--- src/rtl/rst_seq_pkg.sv ---
package rst_seq_pkg;

  typedef enum logic [1:0] {
    ST_WAIT_OSC = 2'd0,
    ST_COUNT    = 2'd1,
    ST_PIN_HOLD = 2'd2,
    ST_RUN      = 2'd3
  } seqState_t;

  typedef enum logic [1:0] {
    CAUSE_NONE = 2'd0,
    CAUSE_POR  = 2'd1,
    CAUSE_PIN  = 2'd2,
    CAUSE_STOP = 2'd3
  } cause_t;

  // strobes from the sequencing control to the datapath
  typedef struct packed {
    logic   cntLoad;
    logic   cntDec;
    logic   causeWr;
    cause_t causeVal;
  } seqStrobe_t;

endpackage

--- src/rtl/rst_seq_sync.sv ---
module rst_seq_sync #(
  parameter int   STAGES  = 2,
  parameter logic RST_VAL = 1'b0
) (
  input  logic clk,
  input  logic arstN,
  input  logic d,
  output logic q
);

  logic [STAGES-1:0] chain;

  generate
    for (genvar i = 0; i < STAGES; i++) begin : g_stage
      always_ff @(posedge clk or negedge arstN) begin
        if (!arstN) chain[i] <= RST_VAL;
        else if (i == 0) chain[i] <= d;
        else chain[i] <= chain[(i == 0) ? 0 : i-1];
      end
    end
  endgenerate

  assign q = chain[STAGES-1];

endmodule

--- src/rtl/rst_seq_datapath.sv ---
module rst_seq_datapath
  import rst_seq_pkg::*;
#(
  parameter int SHORT_HOLD  = 66,
  parameter int LONG_HOLD   = 5000,
  parameter int SYNC_STAGES = 2
) (
  input  logic       clk,
  input  logic       supplyGood,
  input  logic       extRstN,
  input  logic       xtalEnable,
  input  seqStrobe_t strobe,
  output logic       porOk,
  output logic       pinLow,
  output logic       pinFall,
  output logic       cntZero,
  output logic [1:0] lastCause
);

  localparam int CNT_W = $clog2(LONG_HOLD);
  localparam logic [CNT_W-1:0] SHORT_LOAD = CNT_W'(SHORT_HOLD - 1);
  localparam logic [CNT_W-1:0] LONG_LOAD  = CNT_W'(LONG_HOLD - 1);

  logic [CNT_W-1:0] holdCnt;
  logic             pinLevel;
  logic             pinPrev;
  cause_t           causeQ;

  // supply-good qualifier: asynchronous assert, two-stage synchronous release
  rst_seq_sync #(.STAGES(SYNC_STAGES), .RST_VAL(1'b0)) uPorSync (
    .clk   (clk),
    .arstN (supplyGood),
    .d     (1'b1),
    .q     (porOk)
  );

  // pin level; resets to "asserted" so a pin low at power-up only stretches
  rst_seq_sync #(.STAGES(SYNC_STAGES), .RST_VAL(1'b0)) uPinSync (
    .clk   (clk),
    .arstN (supplyGood),
    .d     (extRstN),
    .q     (pinLevel)
  );

  always_ff @(posedge clk or negedge supplyGood) begin
    if (!supplyGood) pinPrev <= 1'b0;
    else pinPrev <= pinLevel;
  end

  assign pinLow  = ~pinLevel;
  assign pinFall = pinPrev & ~pinLevel;

  always_ff @(posedge clk or negedge supplyGood) begin
    if (!supplyGood) holdCnt <= '0;
    else if (strobe.cntLoad) holdCnt <= xtalEnable ? LONG_LOAD : SHORT_LOAD;
    else if (strobe.cntDec) holdCnt <= holdCnt - 1'b1;
  end

  assign cntZero = (holdCnt == '0);

  always_ff @(posedge clk or negedge supplyGood) begin
    if (!supplyGood) causeQ <= CAUSE_POR;
    else if (strobe.causeWr) causeQ <= strobe.causeVal;
  end

  assign lastCause = causeQ;

  // load picks the length from the crystal option
  a_r2_load_value: assert property (@(posedge clk) disable iff (!supplyGood)
    strobe.cntLoad |=> holdCnt == ($past(xtalEnable) ? LONG_LOAD : SHORT_LOAD));

  // each counting cycle removes exactly one
  a_r1_count_step: assert property (@(posedge clk) disable iff (!supplyGood)
    (strobe.cntDec && !strobe.cntLoad) |=> holdCnt == $past(holdCnt) - 1'b1);

  // cause never reads as the unused code
  a_r10_cause_valid: assert property (@(posedge clk) disable iff (!supplyGood)
    causeQ != CAUSE_NONE);

endmodule

--- src/rtl/rst_seq_ctrl.sv ---
module rst_seq_ctrl
  import rst_seq_pkg::*;
(
  input  logic       clk,
  input  logic       supplyGood,
  input  logic       porOk,
  input  logic       pinLow,
  input  logic       pinFall,
  input  logic       stopWake,
  input  logic       oscReady,
  input  logic       cntZero,
  output seqStrobe_t strobe,
  output logic       holdActive,
  output logic       fullKind,
  output logic       pullEnable
);

  seqState_t state, nextState;
  logic      nextFull;

  always_comb begin
    nextState = state;
    nextFull  = fullKind;
    strobe    = '0;
    if (!porOk) begin
      nextState = ST_WAIT_OSC;
      nextFull  = 1'b1;
    end else if (pinFall) begin
      nextState       = ST_WAIT_OSC;
      nextFull        = 1'b1;
      strobe.causeWr  = 1'b1;
      strobe.causeVal = CAUSE_PIN;
    end else if (stopWake) begin
      nextState = ST_WAIT_OSC;
      // a wake during a full reset keeps the full-reset kind and cause
      if (state == ST_RUN || !fullKind) begin
        nextFull        = 1'b0;
        strobe.causeWr  = 1'b1;
        strobe.causeVal = CAUSE_STOP;
      end
    end else begin
      unique case (state)
        ST_WAIT_OSC: if (oscReady) begin
          strobe.cntLoad = 1'b1;
          nextState      = ST_COUNT;
        end
        ST_COUNT: begin
          if (cntZero) nextState = pinLow ? ST_PIN_HOLD : ST_RUN;
          else strobe.cntDec = 1'b1;
        end
        ST_PIN_HOLD: if (!pinLow) nextState = ST_RUN;
        ST_RUN: nextState = ST_RUN;
        default: nextState = ST_WAIT_OSC;
      endcase
    end
  end

  always_ff @(posedge clk or negedge supplyGood) begin
    if (!supplyGood) begin
      state    <= ST_WAIT_OSC;
      fullKind <= 1'b1;
    end else begin
      state    <= nextState;
      fullKind <= nextFull;
    end
  end

  assign holdActive = (state != ST_RUN);
  assign pullEnable = fullKind && (state == ST_WAIT_OSC || state == ST_COUNT);

  // no progress out of the oscillator wait without oscReady
  a_r3_wait_osc: assert property (@(posedge clk) disable iff (!supplyGood)
    (state == ST_WAIT_OSC && !oscReady) |=> state == ST_WAIT_OSC);

  // the stretch lasts while the synchronized pin is low
  a_r5_pin_stretch: assert property (@(posedge clk) disable iff (!supplyGood)
    (state == ST_PIN_HOLD && pinLow && !stopWake && porOk) |=> state == ST_PIN_HOLD);

  // a pin edge always restarts at the oscillator wait
  a_r9_restart: assert property (@(posedge clk) disable iff (!supplyGood)
    (porOk && pinFall) |=> (state == ST_WAIT_OSC && fullKind));

  // release only out of an expired count or a finished stretch
  a_r1_release_path: assert property (@(posedge clk) disable iff (!supplyGood)
    (state != ST_RUN) ##1 (state == ST_RUN) |-> ($past(cntZero) || $past(state) == ST_PIN_HOLD));

endmodule

--- src/rtl/rst_seq_top.sv ---
module rst_seq_top
  import rst_seq_pkg::*;
#(
  parameter int SHORT_HOLD  = 66,
  parameter int LONG_HOLD   = 5000,
  parameter int SYNC_STAGES = 2
) (
  input  logic       clk,
  input  logic       supplyGood,
  input  logic       extRstN,
  input  logic       stopWake,
  input  logic       oscReady,
  input  logic       xtalEnable,
  output logic       sysRst,
  output logic       periphRegRst,
  output logic       ctlRegRst,
  output logic       selectiveRst,
  output logic       pinPullDown,
  output logic [1:0] lastCause
);

  seqStrobe_t strobe;
  logic porOk, pinLow, pinFall, cntZero;
  logic holdActive, fullKind, pullEnable;

  rst_seq_datapath #(
    .SHORT_HOLD  (SHORT_HOLD),
    .LONG_HOLD   (LONG_HOLD),
    .SYNC_STAGES (SYNC_STAGES)
  ) uDatapath (
    .clk        (clk),
    .supplyGood (supplyGood),
    .extRstN    (extRstN),
    .xtalEnable (xtalEnable),
    .strobe     (strobe),
    .porOk      (porOk),
    .pinLow     (pinLow),
    .pinFall    (pinFall),
    .cntZero    (cntZero),
    .lastCause  (lastCause)
  );

  rst_seq_ctrl uCtrl (
    .clk        (clk),
    .supplyGood (supplyGood),
    .porOk      (porOk),
    .pinLow     (pinLow),
    .pinFall    (pinFall),
    .stopWake   (stopWake),
    .oscReady   (oscReady),
    .cntZero    (cntZero),
    .strobe     (strobe),
    .holdActive (holdActive),
    .fullKind   (fullKind),
    .pullEnable (pullEnable)
  );

  assign sysRst       = holdActive;
  assign ctlRegRst    = holdActive;
  assign periphRegRst = holdActive & fullKind;
  assign selectiveRst = holdActive & ~fullKind;
  assign pinPullDown  = pullEnable;

  // every hold is exactly one of the two kinds
  a_r6_kind_exclusive: assert property (@(posedge clk) disable iff (!supplyGood)
    sysRst |-> (periphRegRst ^ selectiveRst));

  // the pin is pulled only inside a full reset
  a_r8_pull_in_full: assert property (@(posedge clk) disable iff (!supplyGood)
    pinPullDown |-> (periphRegRst && sysRst));

  // an unsynchronized supply keeps the hold on
  a_r4_supply_hold: assert property (@(posedge clk) disable iff (!supplyGood)
    !porOk |=> sysRst);

endmodule

--- config.mk ---
export PLATFORM = sky130hd
export DESIGN_NAME = rst_seq_top
export DESIGN_NICKNAME = d
export VERILOG_FILES = /design/src/rtl/rst_seq_pkg.sv /design/src/rtl/rst_seq_sync.sv /design/src/rtl/rst_seq_datapath.sv /design/src/rtl/rst_seq_ctrl.sv /design/src/rtl/rst_seq_top.sv
export SDC_FILE = /design/constraint.sdc
export NUM_CORES = 1
export LEC_CHECK = 0
export ABC_AREA = 1
export CORE_ASPECT_RATIO = 0.6
export CORE_UTILIZATION = 63
export CTS_BUF_LIST = sky130_fd_sc_hd__clkbuf_4 sky130_fd_sc_hd__clkbuf_8
export DETAILED_ROUTE_END_ITERATION = 8
export PLACE_DENSITY = 0.94
export SKIP_CTS_REPAIR_TIMING = 1
export SLEW_MARGIN = 0
export SYNTH_ARGS = -nofsm -noshare
export SYNTH_HDL_FRONTEND = slang
export SYNTH_SLANG_ARGS = --single-unit
--- constraint.sdc ---
create_clock -name clk -period 2.33 [get_ports clk]
set_input_delay 0.233 -clock clk [delete_from_list [all_inputs] [get_ports clk]]
set_output_delay 0.233 -clock clk [all_outputs]
set_load 0.02 [all_outputs]
==> run_results.csv <==
group,metric,value,unit
outcome,status,"completed",
floorplan,rows,12,
timing,fin_crit_sh,81.0,%
timing,final.setup_skew,0.00341,ns
job,drv_cap,0,
logic_synthesis,avgSynthCellArea,7.10,µm²
cts,cts_sinks,23,
logic_synthesis,syn_inst,192,
floorplan,fp.dieW,62.0,µm
logic_synthesis,synth_fa_ha_area_share,1.84,%
drt,ant_nets,0,
logic_synthesis,synthMuxAreaShare,0,%
drt,viasPerCell,5.54,
placed_design,port_buffers,12,
grt,grt_max_degree,24,
logic_synthesis,synthTopCellsByCount,"nand2_1, dfrtp_1, inv_1, nor2_1, nand3_1",
logic_synthesis,synth_top_family_by_area,"simple AND/OR/NAND/NOR gates",
cts,cts_tree,"done",
logic_synthesis,ys_async_sr_fraction,100,%
cts,cts-root-buf,"clkbuf_4",
drt,routed_wl,3110,µm
logic_synthesis,yosysUniqueCellTypes,26,
logic_synthesis,yosys.area.top_type,"dfrtp_1",
grt,grt_pass1_wl,4970,µm
worst_setup_path,worstPathArrival,1.66,ns
logic_synthesis,ys_seq_elements,23,
logic_synthesis,synth-edff-count,0,
cts,numCtsBuffers,3,
timing,setup_viol,0,
grt,overflow,0,
timing,drv_slew,0,
logic_synthesis,synthTopCellsByArea,"dfrtp_1, nand2_1, inv_1",
drt,vias,1297,
logic_synthesis,yosys_warnings,0,
pwr,leakage,0.000826,µW
placed_design,dpl.cell_count,230,
cts,cts_buffer_depth,2,
floorplan,io_pins,13,
cts,htreeDepth,1,
logic_synthesis,seq_area_frac_synth,42.4,%
worst_setup_path,worstPathRequired,2.10,ns
pwr,ir_drop,0.647,mV
drt,dr.pass1.iters,4,
grt,antenna_found_initial,0,
logic_synthesis,synth_simple_gate_area_share,40.2,%
final_layout,finalNonFillerCells,234,
timing,hold_violations,0,
worst_setup_path,critPathKind,"reg -> out",
timing,rsz0062_at_grt,"no",
floorplan,design.core.area,1940,µm²
final_layout,fill_cells,127,
worst_setup_path,worstSetupStartpointType,"flip-flop",
floorplan,initial_core_util,70.3,%
worst_setup_path,critPathCaptureType,"output pin",
floorplan,dieArea,2360,µm²
grt,grt.total_usage,30.1,%
final_layout,fin_nets,215,
pwr,p_per_area,843,nW/µm²
cts,worst_skew_pair.late_latency,0.32,ns
worst_setup_path,path_max_fanout,7,
floorplan,die_y,38.0,µm
timing,max_freq,0.530,GHz
logic_synthesis,syn_nets,200,
cts,clk_pin_slew,0.13,ns
grt,grt_pass1_vias,1119,
logic_synthesis,synth_compound_area_share,7.25,%
placed_design,gp_congestion,0.927,
logic_synthesis,synth_most_common_cell,"nand2_1",
final_layout,syn2layout_area_growth,12.2,%
final_layout,drive_gt1_share,10.7,%
placed_design,dp_hpwl,2390,µm
logic_synthesis,synth_xor_xnor_area_share,0,%
drt,drtIter0Drc,128,
drt,wl_per_cell,13.3,µm
logic_synthesis,synth_top_area_share,38.6,%
logic_synthesis,synth-main-ff-cell,"dfrtp_1",
logic_synthesis,synth_area,1360,µm²
timing,timing.setup.tns,0,ns
min_path,hp-class,"in -> async",
drt,drc,0,
final_layout,antenna_cells,0,
timing,period_needed,1.89,ns
==> logic make-up (layout without fill, tap and decap cells) <==
logic type / after synthesis / count (layout)
compound gates: 15 / 15
fa+ha+maj: 2 / 2
simple gates: 126 / 126
flops: 23 / 23
buf+inv: 25 / 39
other cells: 1 / 1
==> state kept, by name, indices dropped and copies added (netlist names) <==
signal,flops
uDatapath.pinPrev,1
uDatapath.uPinSync.chain,1
uDatapath.holdCnt,13
uDatapath.uPorSync.chain,1
uDatapath.uPorSync.q,1
uCtrl.state,2
uCtrl.fullKind,1
uDatapath.uPinSync.q,1
uDatapath.lastCause,2
==> cells in the final DEF, fill, tap and decap left out <==
master           synthesis  layout
dfrtp_1                 21      21
nor3_1                   1       1
clkdlybuf4s50_1          0      12
o31ai_1                  1       1
inv_2                    3       3
a21oi_4                  1       1
o22ai_1                  1       1
nand3_1                 13      13
nand2_1                 78      78
o21bai_1                 1       1
o21ai_0                  7       7
nand3_2                  1       1
nor2_4                   2       2
a31o_2                   1       1
ha_1                     2       2
dfstp_2                  2       2
clkinvlp_4               0       1
nor3_2                   1       1
buf_4                    2       1
inv_1                   19      19
nor2_2                   4       4
a21o_1                   1       1
conb_1                   1       1
nand4_1                  6       6
clkbuf_4                 0       3
nor2_1                  18      18
nand2_2                  2       2
a21oi_1                  2       2
==> where the power goes <==
part / switching, µW / internal, µW
sequential: 86.5 / 471
clock: 128 / 65.6
combinational: 357 / 180
total: 572 / 717
==> worst max-delay path, stage by stage (launching register included) <==
cell	delay, ns
dfrtp_1	0.48
nand2_1	0.13
nand2_1	0.08
inv_1	0.05
clkdlybuf4s50_1	0.59
==> stage by stage <==
stage	util (%)	total power, µW	hold WS (ns)	setup slack, ns	cell area (µm²)
2_1_floorplan	-	955	-0.0626	0.845	1360
3_3_place_gp	77.4	1050	0.335	0.609	1500
3_5_place_dp	77.4	1080	0.346	0.532	1500
4_1_cts	78.9	1280	0.257	0.431	1530
5_1_grt	78.9	1390	0.267	0.337	1530
6_report	78.9	1290	0.254	0.442	1530
==> worst paths after layout <==
path | start | endpoint | slack, ns | depth (start not counted)
worst max-delay path | uCtrl.state[1] | periphRegRst | 0.44 | 4
max in group asynchronous | supplyGood | uDatapath.lastCause[0] | 1.80 | 2
min in group clk | extRstN | uDatapath.uPinSync.chain[0] | 0.34 | 1
worst min-delay path | supplyGood | uCtrl.state[1] | 0.25 | 2
worst max register to register | uDatapath.holdCnt[0] | uDatapath.holdCnt[3] | 0.50 | 8
worst min register to register | uDatapath.uPinSync.chain[0] | uDatapath.uPinSync.q | 0.37 | 0
==> layer usage <==
layer  wire length [µm]  vias to the layer above  share of wire (%)  global-route usage, %
met1               1390                      597                 45                   41.0
met5                  0                        -                  0                      0
met3                254                        4                8.2                   9.80
met2               1440                       67                 46                   46.8
met4                 29                        0               0.93                   6.67
li1                   -                      629                  -                      -
==> layout make-up <==
cell class	instances	area (µm²)	share of cell area (%)
Sequential cell	23	578	37.8
Multi-Input combinational cell	144	676	44.2
Tap cell	28	35.0	2.29
Inverter	22	82.6	5.40
Timing Repair Buffer	13	128	8.35
Clock inverter	1	7.51	0.491
Clock buffer	3	22.5	1.47
(Power assumes the default switching activity.)
